**config.mk**
```make
export PLATFORM = sky130hd
export DESIGN_NAME = flash_poll_read
export DESIGN_NICKNAME = d
export VERILOG_FILES = /design/src/rtl/flash_poll_pkg.sv /design/src/rtl/rd_sel_ctrl.sv /design/src/rtl/rd_word_path.sv /design/src/rtl/flash_poll_read.sv
export SDC_FILE = /design/constraint.sdc
export NUM_CORES = 1
export LEC_CHECK = 0
export ABC_AREA = 1
export ABC_CLOCK_PERIOD_IN_PS = 800
export CORE_ASPECT_RATIO = 0.75
export CORE_MARGIN = 4
export CORE_UTILIZATION = 28
export DETAILED_ROUTE_END_ITERATION = 6
export GPL_ROUTABILITY_DRIVEN = 0
export HOLD_SLACK_MARGIN = 0.06
export MAX_ROUTING_LAYER = met4
export PLACE_DENSITY = 0.73
export REMOVE_ABC_BUFFERS = 1
export SYNTH_ARGS = -nofsm -noshare
export SYNTH_HDL_FRONTEND = slang
export SYNTH_SLANG_ARGS = --single-unit
```
**constraint.sdc**
```tcl
create_clock -name clk -period 0.8 [get_ports clk]
set_input_delay 0.24 -clock clk [delete_from_list [all_inputs] [get_ports clk]]
set_output_delay 0.24 -clock clk [all_outputs]
set_load 0.005 [all_outputs]
```
**src/rtl/flash_poll_pkg.sv**
```systemverilog
package flash_poll_pkg;
  typedef struct packed {
    logic selStatus;
    logic selId;
    logic selArray;
  } rdSelT;
endpackage

```
**src/rtl/rd_sel_ctrl.sv**
```systemverilog
module rd_sel_ctrl
  import flash_poll_pkg::*;
(
  input  logic  clk,
  input  logic  rstN,
  input  logic  busyIn,
  input  logic  idMode,
  input  logic  rdStrobe,
  output rdSelT rdSel,
  output logic  togState
);
  always_comb begin
    rdSel.selStatus = rdStrobe & busyIn;
    rdSel.selId     = rdStrobe & ~busyIn & idMode;
    rdSel.selArray  = rdStrobe & ~busyIn & ~idMode;
  end

  // toggle flips per busy read, cleared whenever idle
  always_ff @(posedge clk or negedge rstN) begin
    if (!rstN)            togState <= 1'b0;
    else if (!busyIn)     togState <= 1'b0;
    else if (rdStrobe)    togState <= ~togState;
  end
endmodule

```
**src/rtl/rd_word_path.sv**
```systemverilog
module rd_word_path
  import flash_poll_pkg::*;
#(
  parameter int DATA_W = 16,
  parameter int ADDR_W = 16,
  parameter int POLL_BIT = 7,
  parameter int TOG_BIT = 6,
  parameter logic [DATA_W-1:0] MFR_CODE = 16'h001F,
  parameter logic [DATA_W-1:0] DEV_CODE = 16'h0087,
  parameter logic [ADDR_W-1:0] LOCK_ADDR = 16'h0002
) (
  input  logic              clk,
  input  logic              rstN,
  input  rdSelT             rdSel,
  input  logic              togState,
  input  logic              opIsErase,
  input  logic [DATA_W-1:0] lastWord,
  input  logic [DATA_W-1:0] arrayData,
  input  logic [ADDR_W-1:0] rdAddr,
  input  logic              bootLocked,
  output logic [DATA_W-1:0] rdData
);
  localparam logic [ADDR_W-1:0] MFR_ADDR = '0;
  localparam logic [ADDR_W-1:0] DEV_ADDR = ADDR_W'(1);

  logic [DATA_W-1:0] statusWord;
  logic [DATA_W-1:0] idWord;

  for (genvar i = 0; i < DATA_W; i++) begin : g_status
    if (i == POLL_BIT) begin : g_poll
      assign statusWord[i] = opIsErase ? 1'b0 : ~lastWord[i];
    end else if (i == TOG_BIT) begin : g_tog
      assign statusWord[i] = togState;
    end else begin : g_zero
      assign statusWord[i] = 1'b0;
    end
  end

  always_comb begin
    idWord = '0;
    if (rdAddr == LOCK_ADDR)     idWord[0] = bootLocked;
    else if (rdAddr == MFR_ADDR) idWord = MFR_CODE;
    else if (rdAddr == DEV_ADDR) idWord = DEV_CODE;
  end

  always_ff @(posedge clk or negedge rstN) begin
    if (!rstN)                rdData <= '0;
    else if (rdSel.selStatus) rdData <= statusWord;
    else if (rdSel.selId)     rdData <= idWord;
    else if (rdSel.selArray)  rdData <= arrayData;
  end
endmodule

```
**src/rtl/flash_poll_read.sv**
```systemverilog
module flash_poll_read
  import flash_poll_pkg::*;
#(
  parameter int DATA_W = 16,
  parameter int ADDR_W = 16
) (
  input  logic              clk,
  input  logic              rstN,
  input  logic              busyIn,
  input  logic              opIsErase,
  input  logic              idMode,
  input  logic              rdStrobe,
  input  logic [ADDR_W-1:0] rdAddr,
  input  logic [DATA_W-1:0] lastWord,
  input  logic [DATA_W-1:0] arrayData,
  input  logic              bootLocked,
  output logic [DATA_W-1:0] rdData
);
  rdSelT rdSel;
  logic  togState;

  rd_sel_ctrl u_ctrl (
    .clk(clk), .rstN(rstN), .busyIn(busyIn), .idMode(idMode),
    .rdStrobe(rdStrobe), .rdSel(rdSel), .togState(togState)
  );

  rd_word_path #(.DATA_W(DATA_W), .ADDR_W(ADDR_W)) u_path (
    .clk(clk), .rstN(rstN), .rdSel(rdSel), .togState(togState),
    .opIsErase(opIsErase), .lastWord(lastWord), .arrayData(arrayData),
    .rdAddr(rdAddr), .bootLocked(bootLocked), .rdData(rdData)
  );
endmodule

```
# Word-level counts from Yosys, hierarchy flattened
# Index checks and enable logic that the tools add are counted.
# word_totals
out_inout_bits,16
in_bits,55
latch_bits,0
romBits,0
ramBits,0
memories,0
wordCells,25
register_bits,17
# classes
reduce_logical,2
order_cmp,0
n_mul,0
eq_ne,3
n_shift,0
add_sub_neg,0
bitwise_logic,8
n_mux,10
div,0
# ops
op,count
$mux 16,3
$eq 16x1->1 const B,1
$eq 16x2->1 const B,1
$logic_not 16->1,1
$mux 8,2
$mux 7,1
$and 1x1->1,4
$mux 1,4
$not 1->1,4
$reduce_bool 3->1,1
$ne 2x1->1 const B,1

# Depth between registers and ports, before layout
# logic_depth
word_depth,6
mapped_depth,7

# Hierarchy
# From an unflattened synthesis, not the netlist that was laid out.
# unflattened
hier_cells,125
area_unflattened_um2,948.4
# by_module_without_submodules
mod,cells_per_inst,instances,area_each_um2
rd_word_path,112,1,875.8
rd_sel_ctrl,13,1,72.6

# Worst setup path after synthesis
# Ideal clock, no wire load.
# synth_timing
kind,input-to-reg
startpoint,in rdStrobe
endpoint,reg u_path.rdData[0]
setup_slack_ns,-0.138
arrival_ns,0.822
cell_stages,7
setup_ns,0.116
path_buffers,0
path_cell_list,inv_2 > nor2_8 > nand2_4 > a21oi_4 > nand3_1 > nand2_1 > nand2_1
# synth_between
elab_chain_cells,4
word_cells_on_any_way,7
cone_classes,2 x mux; 4 x bitwise; 1 x reduce/logical
# synth_lines
item,line_no,source
from (decl),flash_poll_read.sv:12,"input logic rdStrobe,"
$and 1x1->1,"rd_sel_ctrl.sv:14, rd_sel_ctrl.sv:15",
$and 1x1->1,rd_sel_ctrl.sv:14,rdSel.selId = rdStrobe & ~busyIn & idMode;
$mux 16,rd_word_path.sv:49,else if (rdSel.selId) rdData <= idWord;
$mux 16,rd_word_path.sv:48,else if (rdSel.selStatus) rdData <= statusWord;
to (signal assigned),rd_word_path.sv:48,
to (signal assigned),rd_word_path.sv:49,
to (signal assigned),rd_word_path.sv:50,else if (rdSel.selArray) rdData <= arrayData;
to (decl),rd_word_path.sv:21,output logic [DATA_W-1:0] rdData
# Parallel ways exist; a longest one is shown, timed or not.
# A chain may end at the register's enable or synchronous reset.

# Worst setup path in the final report
# layout_timing
startpoint,reg u_path.rdData[7]
endpoint,out rdData[7]
# layout_lines
item,line_no,source
to (decl),flash_poll_read.sv:17,output logic [DATA_W-1:0] rdData
# No word-level cell between the ends.

==> flow_summary.ini <==
[power_and_ir_drop]
seqPwrFrac_pct = 45.6
p_per_area_mw_per_mm2 = 1380
ir_drop_v = 0.00104
combPwrFrac_pct = 25.9
power_switching_w = 0.000525
p_int_w = 0.00159
finalPower_w = 0.00211
p_leak_nw = 0.745
switching_share_pct = 24.9
clockPowerShare_pct = 28.5

[floorplanning]
ios = 71
start_util_pct = 30.5
die_area_mm2 = 0.00391
num_rows = 16
die_h_um = 55.1
coreArea_mm2 = 0.00272
dieWidth_um = 70.9

[worst_setup_path]
worst_path_max_delay_cell = dfrtp_1
reg2regPathDepth = 4
required_ns = 0.56
criticalPathCategory = reg -> out
critPathLaunchType = flop
crit_family = flip-flops
max_stage_delay_ns = 0.39
r2r_slack_ns = -0.01
end_kind = output port
worstReg2RegStart = u_ctrl.togState
worstPathMaxFanout = 2
arrival_ns = 0.77
path_buf_inv = 1
regToRegEndpoint = u_path.rdData[6]
cp_cell_sequence = buf_2

[routing]
wirelength_um = 2880
drt_drc_violations_left = 0
num_vias = 944
drt-initial-drc-count = 10
first_pass_iters = 4
avgRoutedWirePerCell_um = 14.8
ant_nets = 0
viasPerCell = 4.84

[run_status]
violations = negative setup slack
status = finished, violations left

[synth]
synth_warnings = 0
synth.distinct_cells = 21
avgSynthCellArea_um2 = 9.12
synthCells = 91
netlist_area_um2 = 830
synth-seq-area-share_pct = 51.3
yosys_register_bits = 17

[clock_network]
clkLatencyLatePin_ns = 0.24
cts_hold_buffers = 0
h-tree-depth = 1
cts.path.max_buffers = 2
cts_sinks = 17
clock_tree.root_cell = clkbuf_8
clk_pin_slew_ns = 0.06
cts_tree = done
numCtsBuffers = 3

[worst_hold_path]
hp-start = rdStrobe
hold_class = in -> reg
min_path_cells = 4
hold_end = u_ctrl.togState

[grt]
antenna_found_initial = 0
grt_max_degree = 18
grt_usage_pct = 15.9
grt-ovfl-total = 0
grt_pass1_wl_um = 4600
first_global_vias = 980

[sta]
setup-tns-final_ns = -3.07
worst_clock_skew_ns = 0.0000640
fin_crit_sh_pct = 127
min_period_ns = 1.01
rsz0062_at_grt = yes
drv_slew = 0
final-setup-viol-count = 20
hold_viol_final = 0
slew_headroom_pct = 86.5
worstMarginPinSlew_ns = 0.202
fmax_ghz = 0.988
fin_ws_ns = -0.212

[placement]
dp_slack_ns = -0.684
placed_cells = 189
dpl.hpwl_um = 2130
io_buffer_count = 55

[run]
drv_cap = 0

[final_layout]
nets = 215
fill_cells = 250
final-instance-count-excl-fill = 195
multi_input_area_um2 = 462
drive_above_1_share_pct = 47.8
seq_area_um2 = 425
diodes = 0
syn_to_final_growth_pct = 84.0
layout_common_cells = nand2_1 (22), buf_2 (22), clkdlybuf4s50_1 (18)
## how the worst max path moves through the flow
| stage | startpoint | to | slack (ns) | cells past startpoint |
|---|---|---|---|---|
| after global routing | u_path.rdData[0] | rdData[0] | -0.24 | 1 |
| after detailed placement | busyIn | u_path.rdData[2] | -0.68 | 7 |
| final | u_path.rdData[7] | rdData[7] | -0.21 | 1 |
| after floorplan | rdStrobe | u_path.rdData[0] | -0.26 | 7 |
| after CTS | u_path.rdData[1] | rdData[1] | -0.21 | 1 |
| after global placement | rdAddr[15] | u_path.rdData[2] | -0.65 | 8 |
## sequential cells by signal (all words and copies together) (netlist names)
signal	flops
u_ctrl.togState	1
u_path.rdData	16
## power groups by stage
stage          Clock, W  Sequential (W)  Combinational [W]
6_report       0.000602        0.000962           0.000547
5_1_grt        0.000680        0.000970           0.000602
4_1_cts        0.000622        0.000961           0.000512
3_5_place_dp          0        0.000978           0.000565
3_3_place_gp          0        0.000978           0.000554
2_1_floorplan         0        0.000982           0.000134
## Yosys cell counts
master / n / share of area, %
a21oi_1: 1 / 0.60
a21oi_4: 1 / 2.0
a32o_1: 9 / 11
buf_4: 1 / 0.91
clkbuf_1: 1 / 0.45
dfrtp_1: 17 / 51
inv_1: 5 / 2.3
inv_2: 2 / 0.91
nand2_1: 26 / 12
nand2_4: 1 / 1.4
nand3_1: 4 / 2.4
nand4_1: 1 / 0.75
nor2_1: 11 / 5.0
nor2_2: 1 / 0.75
nor2_8: 1 / 2.4
nor3_1: 2 / 1.2
nor4_1: 1 / 0.75
o211ai_1: 1 / 0.91
o21ai_0: 2 / 1.2
o21ai_1: 2 / 1.2
o221ai_1: 1 / 1.1
## cell families after synthesis
group / after synthesis / synth area share [%]
flops: 17 / 51.3
buf+inv: 9 / 4.53
compound gates: 17 / 17.8
simple gates: 48 / 26.4
## what timing repair did
item / in CTS / in global routing
endpoints found under the setup margin: 33 / 28
setup buffers: 2 / 1
pin swaps: 29 / 21
gates resized for setup: 139 / 29
## per-layer routing
| metal | GRT usage [%] | up-vias | part of all wire (%) |
|---|---|---|---|
| met5 | - | - | 0 |
| met4 | 1.88 | 0 | 0.73 |
| met3 | 5.60 | 2 | 6.3 |
| met2 | 29.1 | 36 | 52 |
| met1 | 17.6 | 457 | 41 |
| li1 | - | 449 | - |
## worst register-to-register path: cells and delay by family (launching register included)
kind	cells	cell delay [ns]
AOI/OAI and AO/OA	1	0.14
buffers and inverters	1	0.04
and+or+nand+nor	2	0.15
DFF	1	0.37
## stage by stage
step	utilization (%)	area, µm²	hold WS, ns
3_3_place_gp	54.9	1490	0.467
5_1_grt	56.1	1530	0.294
4_1_cts	54.5	1490	0.314
3_5_place_dp	54.9	1490	0.471
6_report	56.1	1530	0.280
2_1_floorplan	-	818	-0.0556
## cell type report
class,instances,area share [%]
clock buffers,4,2.95
well taps,36,2.95
flip-flops and latches,17,27.9
multi-input cells,65,30.2
inverters,7,2.05
repair buffers,66,33.9
Power figures use the tool's default switching activity.
